File: src/rtl/vin_pkg.sv
package vin_pkg;
  localparam int VID_W   = 16;
  localparam int LANE_W  = 8;
  localparam int PRE_LEN = 3;

  typedef enum logic [1:0] {
    MODE_EMB8  = 2'd0,
    MODE_EMB16 = 2'd1,
    MODE_EXT   = 2'd2,
    MODE_RAW   = 2'd3
  } mode_e;

  typedef enum logic [2:0] {
    S_BLANK, S_ACT, S_SDID, S_DC, S_PAY
  } pst_e;

  // Per-sample tag carried down the alignment pipeline
  typedef struct packed {
    logic [VID_W-1:0] data;
    logic act;
    logic anc;
    logic raw;
    logic ls;
    logic le;
    logic fs;
    logic fld;
    logic vbl;
    logic cap;
    logic cs;
    logic cp;
  } tag_t;

  function automatic logic [LANE_W-1:0] lane_byte(input logic [VID_W-1:0] d, input mode_e m);
    return (m == MODE_EMB16) ? d[VID_W-1:LANE_W] : d[LANE_W-1:0];
  endfunction

  function automatic logic [VID_W-1:0] out_word(input logic [VID_W-1:0] d, input mode_e m);
    return (m == MODE_EMB8) ? {{(VID_W-LANE_W){1'b0}}, d[LANE_W-1:0]} : d;
  endfunction

  // oldest, middle, newest history bytes
  function automatic logic is_trs(input logic [LANE_W-1:0] o, input logic [LANE_W-1:0] m,
                                  input logic [LANE_W-1:0] n);
    return (o == '1) && (m == '0) && (n == '0);
  endfunction

  function automatic logic is_anc_pre(input logic [LANE_W-1:0] o, input logic [LANE_W-1:0] m,
                                      input logic [LANE_W-1:0] n);
    return (o == '0) && (m == '1) && (n == '1);
  endfunction
endpackage

File: src/rtl/vin_cfg_sync.sv
module vin_cfg_sync #(
  parameter int W      = 3,
  parameter int STAGES = 2
) (
  input  logic         clk,
  input  logic         rst_n,
  input  logic [W-1:0] d,
  output logic [W-1:0] q
);
  logic [W-1:0] sr [STAGES];

  always_ff @(posedge clk) begin
    if (!rst_n) begin
      for (int i = 0; i < STAGES; i++) sr[i] <= '0;
    end else begin
      sr[0] <= d;
      for (int i = 1; i < STAGES; i++) sr[i] <= sr[i-1];
    end
  end

  assign q = sr[STAGES-1];
endmodule

File: src/rtl/vin_parser.sv
module vin_parser
  import vin_pkg::*;
#(
  parameter int CNT_W = 8
) (
  input  logic             clk,
  input  logic             rst_n,
  input  mode_e            mode,
  input  logic             cap_req,
  input  logic [VID_W-1:0] vid_data,
  input  logic             hs,
  input  logic             vs,
  output tag_t             ent,
  output logic             kill,
  output logic             trs_hit,
  output logic             anc_hit,
  output logic             frame_edge
);
  logic [LANE_W-1:0] hist [PRE_LEN];
  logic [LANE_W-1:0] b;
  pst_e              st;
  logic [CNT_W-1:0]  cnt;
  logic              fld, vbl, cap, hs_q, vs_q;
  logic              emb, ext, vs_fall, hs_rise, hs_fall;
  logic              fld_nxt, vbl_nxt, cap_nxt, in_pkt;

  assign b       = lane_byte(vid_data, mode);
  assign emb     = (mode == MODE_EMB8) || (mode == MODE_EMB16);
  assign ext     = (mode == MODE_EXT);
  assign trs_hit = emb && is_trs(hist[2], hist[1], hist[0]);
  assign anc_hit = emb && !trs_hit && (st == S_BLANK) && is_anc_pre(hist[2], hist[1], hist[0]);
  assign vs_fall = ext && vs_q && !vs;
  assign hs_rise = ext && hs && !hs_q;
  assign hs_fall = ext && !hs && hs_q;

  assign frame_edge = (trs_hit && fld && !b[6]) || vs_fall;
  assign fld_nxt    = trs_hit ? b[6] : (vs_fall ? !fld : fld);
  assign vbl_nxt    = trs_hit ? b[5] : (ext ? vs : vbl);
  assign cap_nxt    = frame_edge ? cap_req : cap;
  assign in_pkt     = emb && !trs_hit && (anc_hit || st == S_SDID || st == S_DC || st == S_PAY);
  assign kill       = trs_hit;

  always_comb begin
    ent      = '0;
    ent.data = out_word(vid_data, mode);
    ent.act  = cap_nxt && ((emb && st == S_ACT && !trs_hit) || (ext && hs && !vs));
    ent.anc  = cap_nxt && in_pkt;
    ent.raw  = (mode == MODE_RAW) && cap_req;
    ent.ls   = (trs_hit && !b[4]) || hs_rise;
    ent.le   = (trs_hit && b[4]) || hs_fall;
    ent.fs   = frame_edge;
    ent.fld  = fld_nxt;
    ent.vbl  = vbl_nxt;
    ent.cap  = cap_nxt;
    ent.cs   = frame_edge && cap_req && !cap;
    ent.cp   = frame_edge && !cap_req && cap;
  end

  always_ff @(posedge clk) begin
    if (!rst_n) begin
      for (int i = 0; i < PRE_LEN; i++) hist[i] <= '0;
      st   <= S_BLANK;
      cnt  <= '0;
      fld  <= 1'b0;
      vbl  <= 1'b0;
      cap  <= 1'b0;
      hs_q <= 1'b0;
      vs_q <= 1'b0;
    end else begin
      hist[0] <= b;
      for (int i = 1; i < PRE_LEN; i++) hist[i] <= hist[i-1];
      fld  <= fld_nxt;
      vbl  <= vbl_nxt;
      cap  <= cap_nxt;
      hs_q <= hs;
      vs_q <= vs;
      if (!emb) begin
        st <= S_BLANK;
      end else if (trs_hit) begin
        st <= (!b[4] && !b[5]) ? S_ACT : S_BLANK;
      end else begin
        case (st)
          S_BLANK: if (anc_hit) st <= S_SDID;
          S_SDID:  st <= S_DC;
          S_DC: begin
            cnt <= CNT_W'(b);
            st  <= (b == '0) ? S_BLANK : S_PAY;
          end
          S_PAY: begin
            cnt <= cnt - 1'b1;
            if (cnt == CNT_W'(1)) st <= S_BLANK;
          end
          default: st <= st;
        endcase
      end
    end
  end
endmodule

File: src/rtl/vin_tagline.sv
module vin_tagline
  import vin_pkg::*;
#(
  parameter int DEPTH = PRE_LEN + 1
) (
  input  logic clk,
  input  logic rst_n,
  input  tag_t ent,
  input  logic kill,
  output tag_t tail
);
  tag_t stg [DEPTH];

  // A recognised timing code strips the active mark from the preamble words in flight
  always_ff @(posedge clk) begin
    if (!rst_n) begin
      for (int i = 0; i < DEPTH; i++) stg[i] <= '0;
    end else begin
      stg[0] <= ent;
      for (int i = 1; i < DEPTH; i++) begin
        stg[i]     <= stg[i-1];
        stg[i].act <= stg[i-1].act && !kill;
      end
    end
  end

  assign tail = stg[DEPTH-1];
endmodule

File: src/rtl/vid_in_ctrl.sv
module vid_in_ctrl
  import vin_pkg::*;
#(
  parameter int SYNC_STAGES = 2,
  parameter int CNT_W       = 8
) (
  input  logic              clk,
  input  logic              rst_n,
  input  logic [1:0]        cfg_mode,
  input  logic              cfg_capture,
  input  logic [VID_W-1:0]  vid_data,
  input  logic              vid_hsync,
  input  logic              vid_vsync,
  output logic [VID_W-1:0]  pix_data,
  output logic              act_valid,
  output logic              anc_valid,
  output logic              raw_valid,
  output logic              line_start,
  output logic              line_end,
  output logic              frame_start,
  output logic              field_odd,
  output logic              vblank,
  output logic              cap_active,
  output logic              cap_start,
  output logic              cap_stop
);
  localparam int DEPTH = PRE_LEN + 1;

  logic [2:0] cfg_s;
  tag_t       ent, tail;
  logic       kill, trs_hit, anc_hit, frame_edge;

  vin_cfg_sync #(.W(3), .STAGES(SYNC_STAGES)) u_sync (
    .clk(clk), .rst_n(rst_n), .d({cfg_mode, cfg_capture}), .q(cfg_s)
  );

  vin_parser #(.CNT_W(CNT_W)) u_parse (
    .clk(clk), .rst_n(rst_n), .mode(mode_e'(cfg_s[2:1])), .cap_req(cfg_s[0]),
    .vid_data(vid_data), .hs(vid_hsync), .vs(vid_vsync), .ent(ent), .kill(kill),
    .trs_hit(trs_hit), .anc_hit(anc_hit), .frame_edge(frame_edge)
  );

  vin_tagline #(.DEPTH(DEPTH)) u_line (
    .clk(clk), .rst_n(rst_n), .ent(ent), .kill(kill), .tail(tail)
  );

  assign pix_data    = tail.data;
  assign act_valid   = tail.act;
  assign anc_valid   = tail.anc;
  assign raw_valid   = tail.raw;
  assign line_start  = tail.ls;
  assign line_end    = tail.le;
  assign frame_start = tail.fs;
  assign field_odd   = tail.fld;
  assign vblank      = tail.vbl;
  assign cap_active  = tail.cap;
  assign cap_start   = tail.cs;
  assign cap_stop    = tail.cp;
endmodule

File: config.mk
export PLATFORM = sky130hd
export DESIGN_NAME = vid_in_ctrl
export DESIGN_NICKNAME = d
export VERILOG_FILES = /design/src/rtl/vin_pkg.sv /design/src/rtl/vin_cfg_sync.sv /design/src/rtl/vin_parser.sv /design/src/rtl/vin_tagline.sv /design/src/rtl/vid_in_ctrl.sv
export SDC_FILE = /design/constraint.sdc
export NUM_CORES = 1
export LEC_CHECK = 0
export BUFFER_PORTS_ARGS = -buffer_cell sky130_fd_sc_hd__buf_2
export CAP_MARGIN = 0
export CORE_MARGIN = 4
export CORE_UTILIZATION = 60
export CTS_CLUSTER_SIZE = 28
export DETAILED_ROUTE_END_ITERATION = 10
export GPL_ROUTABILITY_DRIVEN = 0
export PLACE_DENSITY = 0.81
export SLEW_MARGIN = 40
export SYNTH_ARGS = -nofsm -noshare
export SYNTH_HDL_FRONTEND = slang
export SYNTH_SLANG_ARGS = --single-unit
File: constraint.sdc
create_clock -name clk -period 4.25 [get_ports clk]
set_input_delay 1.275 -clock clk [delete_from_list [all_inputs] [get_ports clk]]
set_output_delay 1.275 -clock clk [all_outputs]
set_load 0.03 [all_outputs]
==> results.sh, run 1 <==
export IMPL_hold_path_class="reg -> reg"
export IMPL_setup_viol=0
export IMPL_cts_max_path_buffers=2
export IMPL_critPathArrivalTime_ps=2780
export IMPL_synth_most_common_cell="dfxtp_1"
export IMPL_ir_worst_vdd_mv=0.303
export IMPL_min_period_ps=2400
export IMPL_cts_resized=0
export IMPL_antenna_left=0
export IMPL_grt_pass1_wl_um=15100
export IMPL_grt_max_degree=95
export IMPL_total_power_w=0.00299
export IMPL_synth_top_area_share_pct=61.0
export IMPL_cts_hold_buf=0
export IMPL_drt_iter0_markers=184
export IMPL_synth_top_area_cell="dfxtp_1"
export IMPL_drive_gt1_share_pct=20.4
export IMPL_yosysWarnings=0
export IMPL_grt_pass1_vias=3159
export IMPL_synth_flop_cell="dfxtp_1"
export IMPL_post_cts_buffers=0
export IMPL_cts_tree="built"
export IMPL_tns_ps=0
export IMPL_max_slew_margin_rel_pct=48.0
export IMPL_start_kind="flip-flop"
export IMPL_drt_first_pass_iters=5
export IMPL_nets=526
export IMPL_die_area_mm2=0.00978
export IMPL_dieWidth_um=98.9
export IMPL_netlist_area_mm2=0.00496
export IMPL_overflow=0
export IMPL_crit_chain="and2b_1 -> mux2i_2 -> a21oi_1 -> o21ai_0 -> a21oi_1"
export IMPL_layout_cells_non_filler=616
export IMPL_clk_pin_slew_ps=70
export IMPL_htreeDepth=4
export IMPL_min_period_over_period_pct=56.5
export IMPL_maxSlewViolCount=0
export IMPL_worstPathMaxFanout=12
export IMPL_ios=50
export IMPL_slowest_stage="and2b_1"
export IMPL_start_util_pct=62.8
export IMPL_critPathMaxStageDelay_ps=650
export IMPL_vias_per_cell=5.24
export IMPL_synth_avg_cell_area_um2=11.0
export IMPL_status="complete, no violations"
export IMPL_antenna_cells=0
export IMPL_worstSkewPairLatency_ps=520
export IMPL_worstPathRequired_ps=4630
export IMPL_p_per_area_mw_per_mm2=513
export IMPL_rsz0062_at_grt="false"
export IMPL_synthTopCellsByArea="dfxtp_1, and2_1, mux2i_1, a21oi_1, nor2_1"
export IMPL_wirelength_um=9030
export IMPL_dpl_cell_count=584
export IMPL_cellLeakagePower_nw=2.43
export IMPL_synth_cell_types=58
export IMPL_ys_ff_latch=151
export IMPL_synth_edf_count=0
export IMPL_crit_type="reg -> reg"
export IMPL_wl_per_cell_um=14.7
export IMPL_synthTopCellsByCount="dfxtp_1, and2_1, nor2_1, a21oi_1, nand2_1"
export IMPL_ctsRootBufferMaster="clkbuf_8"
export IMPL_crit_top_cell="a21oi_1"
export IMPL_max_freq_mhz=417
export IMPL_cp_end_kind="flip-flop"
export IMPL_drc=0
export IMPL_maxCapViolations=0
export IMPL_dieHeight_um=98.9
export IMPL_num_vias=3225
export IMPL_post_dp_hpwl_um=5650
export IMPL_antenna_found_initial=0
export IMPL_tightest_slew_ps=777
export IMPL_synth_nets=475
export IMPL_hold_viol_final=0
export IMPL_area_growth_pct=17.6
export IMPL_coreArea_mm2=0.00789
export IMPL_syn_inst=450
export IMPL_yosysSeqAreaShare_pct=61.0
export IMPL_rows=32
export IMPL_clock_skew_ps=8.01
export IMPL_cts_inserted_buffers=17
export IMPL_postSynth_asyncResetShare_pct=0
export IMPL_grt_usage_pct=19.5
export IMPL_clock_sinks=151
export IMPL_io_buffers=49
==> cells by family (layout without fill, tap and decap cells) <==
group	count (synthesis)	after routing	share of synthesized area [%]
AO/OA/AOI/OAI	46	46	5.83
AND/OR/NAND/NOR	214	214	27.7
adder cells (fa/ha/maj)	2	2	0.505
XOR/XNOR	2	2	0.354
multiplexers	11	11	2.40
flip-flops	151	151	61.0
buffers and inverters	24	88	2.22
==> power breakdown <==
part	switching, W	internal, W	leakage, nW	total (W)
registers	0.0000199	0.00145	1.23	0.00147
logic	0.0000555	0.0000402	0.921	0.0000956
clock network	0.000623	0.000801	0.281	0.00142
total	0.000698	0.00229	2.43	0.00299
==> worst max-delay path, delay by kind of cell, from the launching register on <==
kind | cells | cell delay (ps)
and+or+nand+nor | 1 | 650
AOI/OAI and AO/OA | 3 | 590
muxes | 1 | 540
DFF | 1 | 490
==> flip-flops by register name (all words and copies together) (netlist names) <==
register / cells
u_parse.hs_q: 1
u_sync.sr: 6
u_parse.st: 3
u_parse.hist: 24
u_line.stg: 108
u_parse.cnt: 8
u_parse.vs_q: 1
==> metal layers <==
metal | global-route usage (%) | vias up | routed length (µm)
li1 | - | 1605 | -
met1 | 24.2 | 1504 | 3870
met2 | 31.6 | 99 | 4480
met3 | 6.30 | 17 | 521
met4 | 7.25 | 0 | 151
met5 | 0 | - | 0
==> worst paths after layout <==
path	from	endpoint	slack [ps]	cells past startpoint
max reg2reg	u_sync.sr[0][5]$_SDFF_PN0_	u_line.stg[0][9]$_SDFF_PN0_	1850	5
max	u_sync.sr[0][5]$_SDFF_PN0_	u_line.stg[0][9]$_SDFF_PN0_	1850	5
min reg2reg	u_line.stg[2][8]$_SDFF_PN0_	u_line.stg[3][8]$_SDFF_PN0_	420	1
min	u_line.stg[2][8]$_SDFF_PN0_	u_line.stg[3][8]$_SDFF_PN0_	420	1
==> cells in the final DEF (no fill, tap or decap), drive strengths merged, types with 2 or more instances in the layout <==
cell    count
a21oi      18
a31oi       3
and2      118
and3        3
and4        3
buf        51
clkbuf     17
clkinv      5
dfxtp     151
ha          2
inv        13
mux2i      10
nand2      17
nand2b      3
nand3       8
nand3b      3
nand4       7
nor2       19
nor2b       2
nor3        9
nor3b       3
nor4        5
nor4b       4
o21ai      14
o22ai       3
or2         2
xnor2       2
==> metrics by stage <==
| stage | setup slack [ps] | utilization [%] | hold slack (ps) | area (µm²) |
|---|---|---|---|---|
| final | 1850 | 73.9 | 425 | 5830 |
| after global routing | 1760 | 73.9 | 440 | 5830 |
| after CTS | 1890 | 73.9 | 427 | 5830 |
| after detailed placement | 1630 | 66.6 | 417 | 5250 |
| after global placement | 1720 | 66.6 | 413 | 5250 |
| after floorplan | 2030 | - | 412 | 4960 |
==> area by class of cell <==
cell class                      count  area [µm²]
Sequential cell                   151        3020
Fill cell                         508        2060
Multi-Input combinational cell    275        1820
Clock buffer                       17         414
Timing Repair Buffer               51         260
Clock inverter                     15         160
Tap cell                          102         128
Inverter                            5        18.8
(Power assumes the default switching activity.)
==> run 2: changes to the inputs <==
- CORE_UTILIZATION: 60 -> 52
- PLACE_DENSITY: 0.81 -> 0.74
- clock period: 4.25 -> 2 ns (I/O delays scaled with it)
==> run 2 against run 1 <==
Against the previous run: cell count rose by 5.2%; largest cell class unchanged; combinational power is 120% higher; clock skew grew 5.8 ps; critical path depth up 1; sequential share of layout area is 0.44 points lower.
==> results.sh, run 2 (synthesis gave the netlist of run 1 again) <==
export IMPL_nets=531
export IMPL_p_int_w=0.00475
export IMPL_status="complete, no violations"
export IMPL_ctsRootBufferMaster="clkbuf_8"
export IMPL_grt_pass1_wl_um=15000
export IMPL_ios=50
export IMPL_switching_share_pct=23.6
export IMPL_reg2reg_from="u_sync.sr[0][4]$_SDFF_PN0_"
export IMPL_hold_end="u_sync.sr[0][2]$_SDFF_PN0_"
export IMPL_cellLeakagePower_nw=2.44
export IMPL_total_power_w=0.00621
export IMPL_clock_skew_ps=13.8
export IMPL_ir_worst_vdd_mv=0.503
export IMPL_htreeDepth=4
export IMPL_maxCapViolations=0
export IMPL_io_buffers=49
export IMPL_wirelength_um=8880
export IMPL_hold_viol_final=0
export IMPL_final_cell_mix="dfxtp_1, and2_1, buf_2"
export IMPL_cts_hold_buf=0
export IMPL_maxSlewViolCount=0
export IMPL_power_frac_comb_pct=3.4
export IMPL_rsz0062_at_grt="false"
export IMPL_post_cts_buffers=0
export IMPL_worstSkewPairLatency_ps=520
export IMPL_min_path_cells=2
export IMPL_setup_viol=0
export IMPL_drt_first_pass_iters=4
export IMPL_min_period_over_period_pct=92.8
export IMPL_drt_iter0_markers=235
export IMPL_drc=0
export IMPL_p_seq_share_pct=50.1
export IMPL_antenna_cells=0
export IMPL_reg2reg_slack_ps=140
export IMPL_grt_max_degree=95
export IMPL_tns_ps=0
export IMPL_cts_tree="built"
export IMPL_area_growth_pct=18.6
export IMPL_worstSetupStartpoint="u_sync.sr[0][4]$_SDFF_PN0_"
export IMPL_p_per_area_mw_per_mm2=1060
export IMPL_cts_max_path_buffers=2
export IMPL_post_dp_hpwl_um=6170
export IMPL_cp_end_kind="flip-flop"
export IMPL_r2r_cells=6
export IMPL_tightest_slew_ps=595
export IMPL_max_slew_margin_rel_pct=60.3
export IMPL_dieHeight_um=106
export IMPL_largestRegisters="u_line.stg (108), u_parse.hist (24), u_parse.cnt (8)"
export IMPL_rows=35
export IMPL_setup_ws_ps=145
export IMPL_cts_inserted_buffers=17
export IMPL_cts_resized=0
export IMPL_post_place_ws_ps=190
export IMPL_overflow=0
export IMPL_num_vias=3136
export IMPL_clock_sinks=151
export IMPL_mostFrequentLayoutCell="dfxtp_1"
export IMPL_vias_per_cell=4.84
export IMPL_regMostFlops="u_line.stg"
export IMPL_die_area_mm2=0.0112
export IMPL_worstHoldStart="cfg_mode[1]"
export IMPL_rr_endpoint="u_parse.st[2]$_SDFFE_PN0P_"
export IMPL_min_period_ps=1860
export IMPL_wl_per_cell_um=13.7
export IMPL_p_sw_w=0.00147
export IMPL_worstPathMaxFanout=11
export IMPL_critPathArrivalTime_ps=2250
export IMPL_drive_gt1_share_pct=21.0
export IMPL_clk_pin_slew_ps=60
export IMPL_largest_reg_flops=108
export IMPL_max_freq_mhz=539
export IMPL_grt_usage_pct=17.1
export IMPL_crit_type="reg -> reg"
export IMPL_dieWidth_um=106
export IMPL_antenna_found_initial=0
export IMPL_start_util_pct=53.6
export IMPL_nFillCells=740
export IMPL_multiInputGateArea_mm2=0.00182
export IMPL_hold_path_class="in -> reg"
export IMPL_coreArea_mm2=0.00924
export IMPL_worstPathRequired_ps=2400
export IMPL_seqCellArea_mm2=0.00302
export IMPL_antenna_left=0
export IMPL_grt_pass1_vias=3104
export IMPL_start_kind="flip-flop"
export IMPL_p_clk_share_pct=46.5
==> run 2: worst max path at each step <==
stage	end	slack, ps	depth (start not counted)
after floorplan	u_line.stg[0][10]$_SDFF_PN0_	440	5
after detailed placement	u_parse.st[2]$_SDFFE_PN0P_	190	6
after global routing	u_parse.st[1]$_SDFFE_PN0P_	30	5
after CTS	u_parse.st[2]$_SDFFE_PN0P_	160	6
final	u_parse.st[2]$_SDFFE_PN0P_	140	6
after global placement	u_line.stg[0][10]$_SDFF_PN0_	240	5
==> run 2: final cells by class <==
cell class	instances	share of cell area (%)
clock buffer	18	7.11
clock inverter	14	2.30
inverter	5	0.319
multi-input combinational	275	31.0
sequential	151	51.4
tap	129	2.75
timing repair buffer	56	5.07
==> run 2: worst max-delay path, stage by stage (launching register included) <==
cell and delay [ps]:
dfxtp_1 380, and2b_1 480, mux2i_2 360, buf_4 190
nand4_1 80, o21ai_0 180, a211oi_1 90
==> run 2: power groups by stage <==
stage | combinational (W) | clock (W) | sequential [W]
global route | 0.000236 | 0.00311 | 0.00312
CTS | 0.000213 | 0.00296 | 0.00311
detailed placement | 0.000211 | 0 | 0.00318
global placement | 0.000207 | 0 | 0.00318
floorplan | 0.000133 | 0 | 0.00318
finish | 0.000211 | 0.00289 | 0.00311
==> run 2: through the flow <==
| step | instance area, µm² | utilization [%] | hold slack, ps | instances |
|---|---|---|---|---|
| 6_report | 5880 | 63.6 | 300 | 648 |
| 5_1_grt | 5880 | 63.6 | 281 | 648 |
| 4_1_cts | 5880 | 63.6 | 270 | 648 |
| 3_5_place_dp | 5320 | 57.6 | 418 | 616 |
| 3_3_place_gp | 5320 | 57.6 | 414 | 616 |
| 2_1_floorplan | 4960 | - | 412 | 450 |
==> run 2: routing by layer <==
layer  vias to the layer above  part of all wire [%]  track usage [%]
met1                      1439                    45             20.9
met4                         0                  0.87             5.00
met2                        70                    49             28.6
li1                       1619                     -                -
met5                         -                     0                0
met3                         8                   5.1             5.82
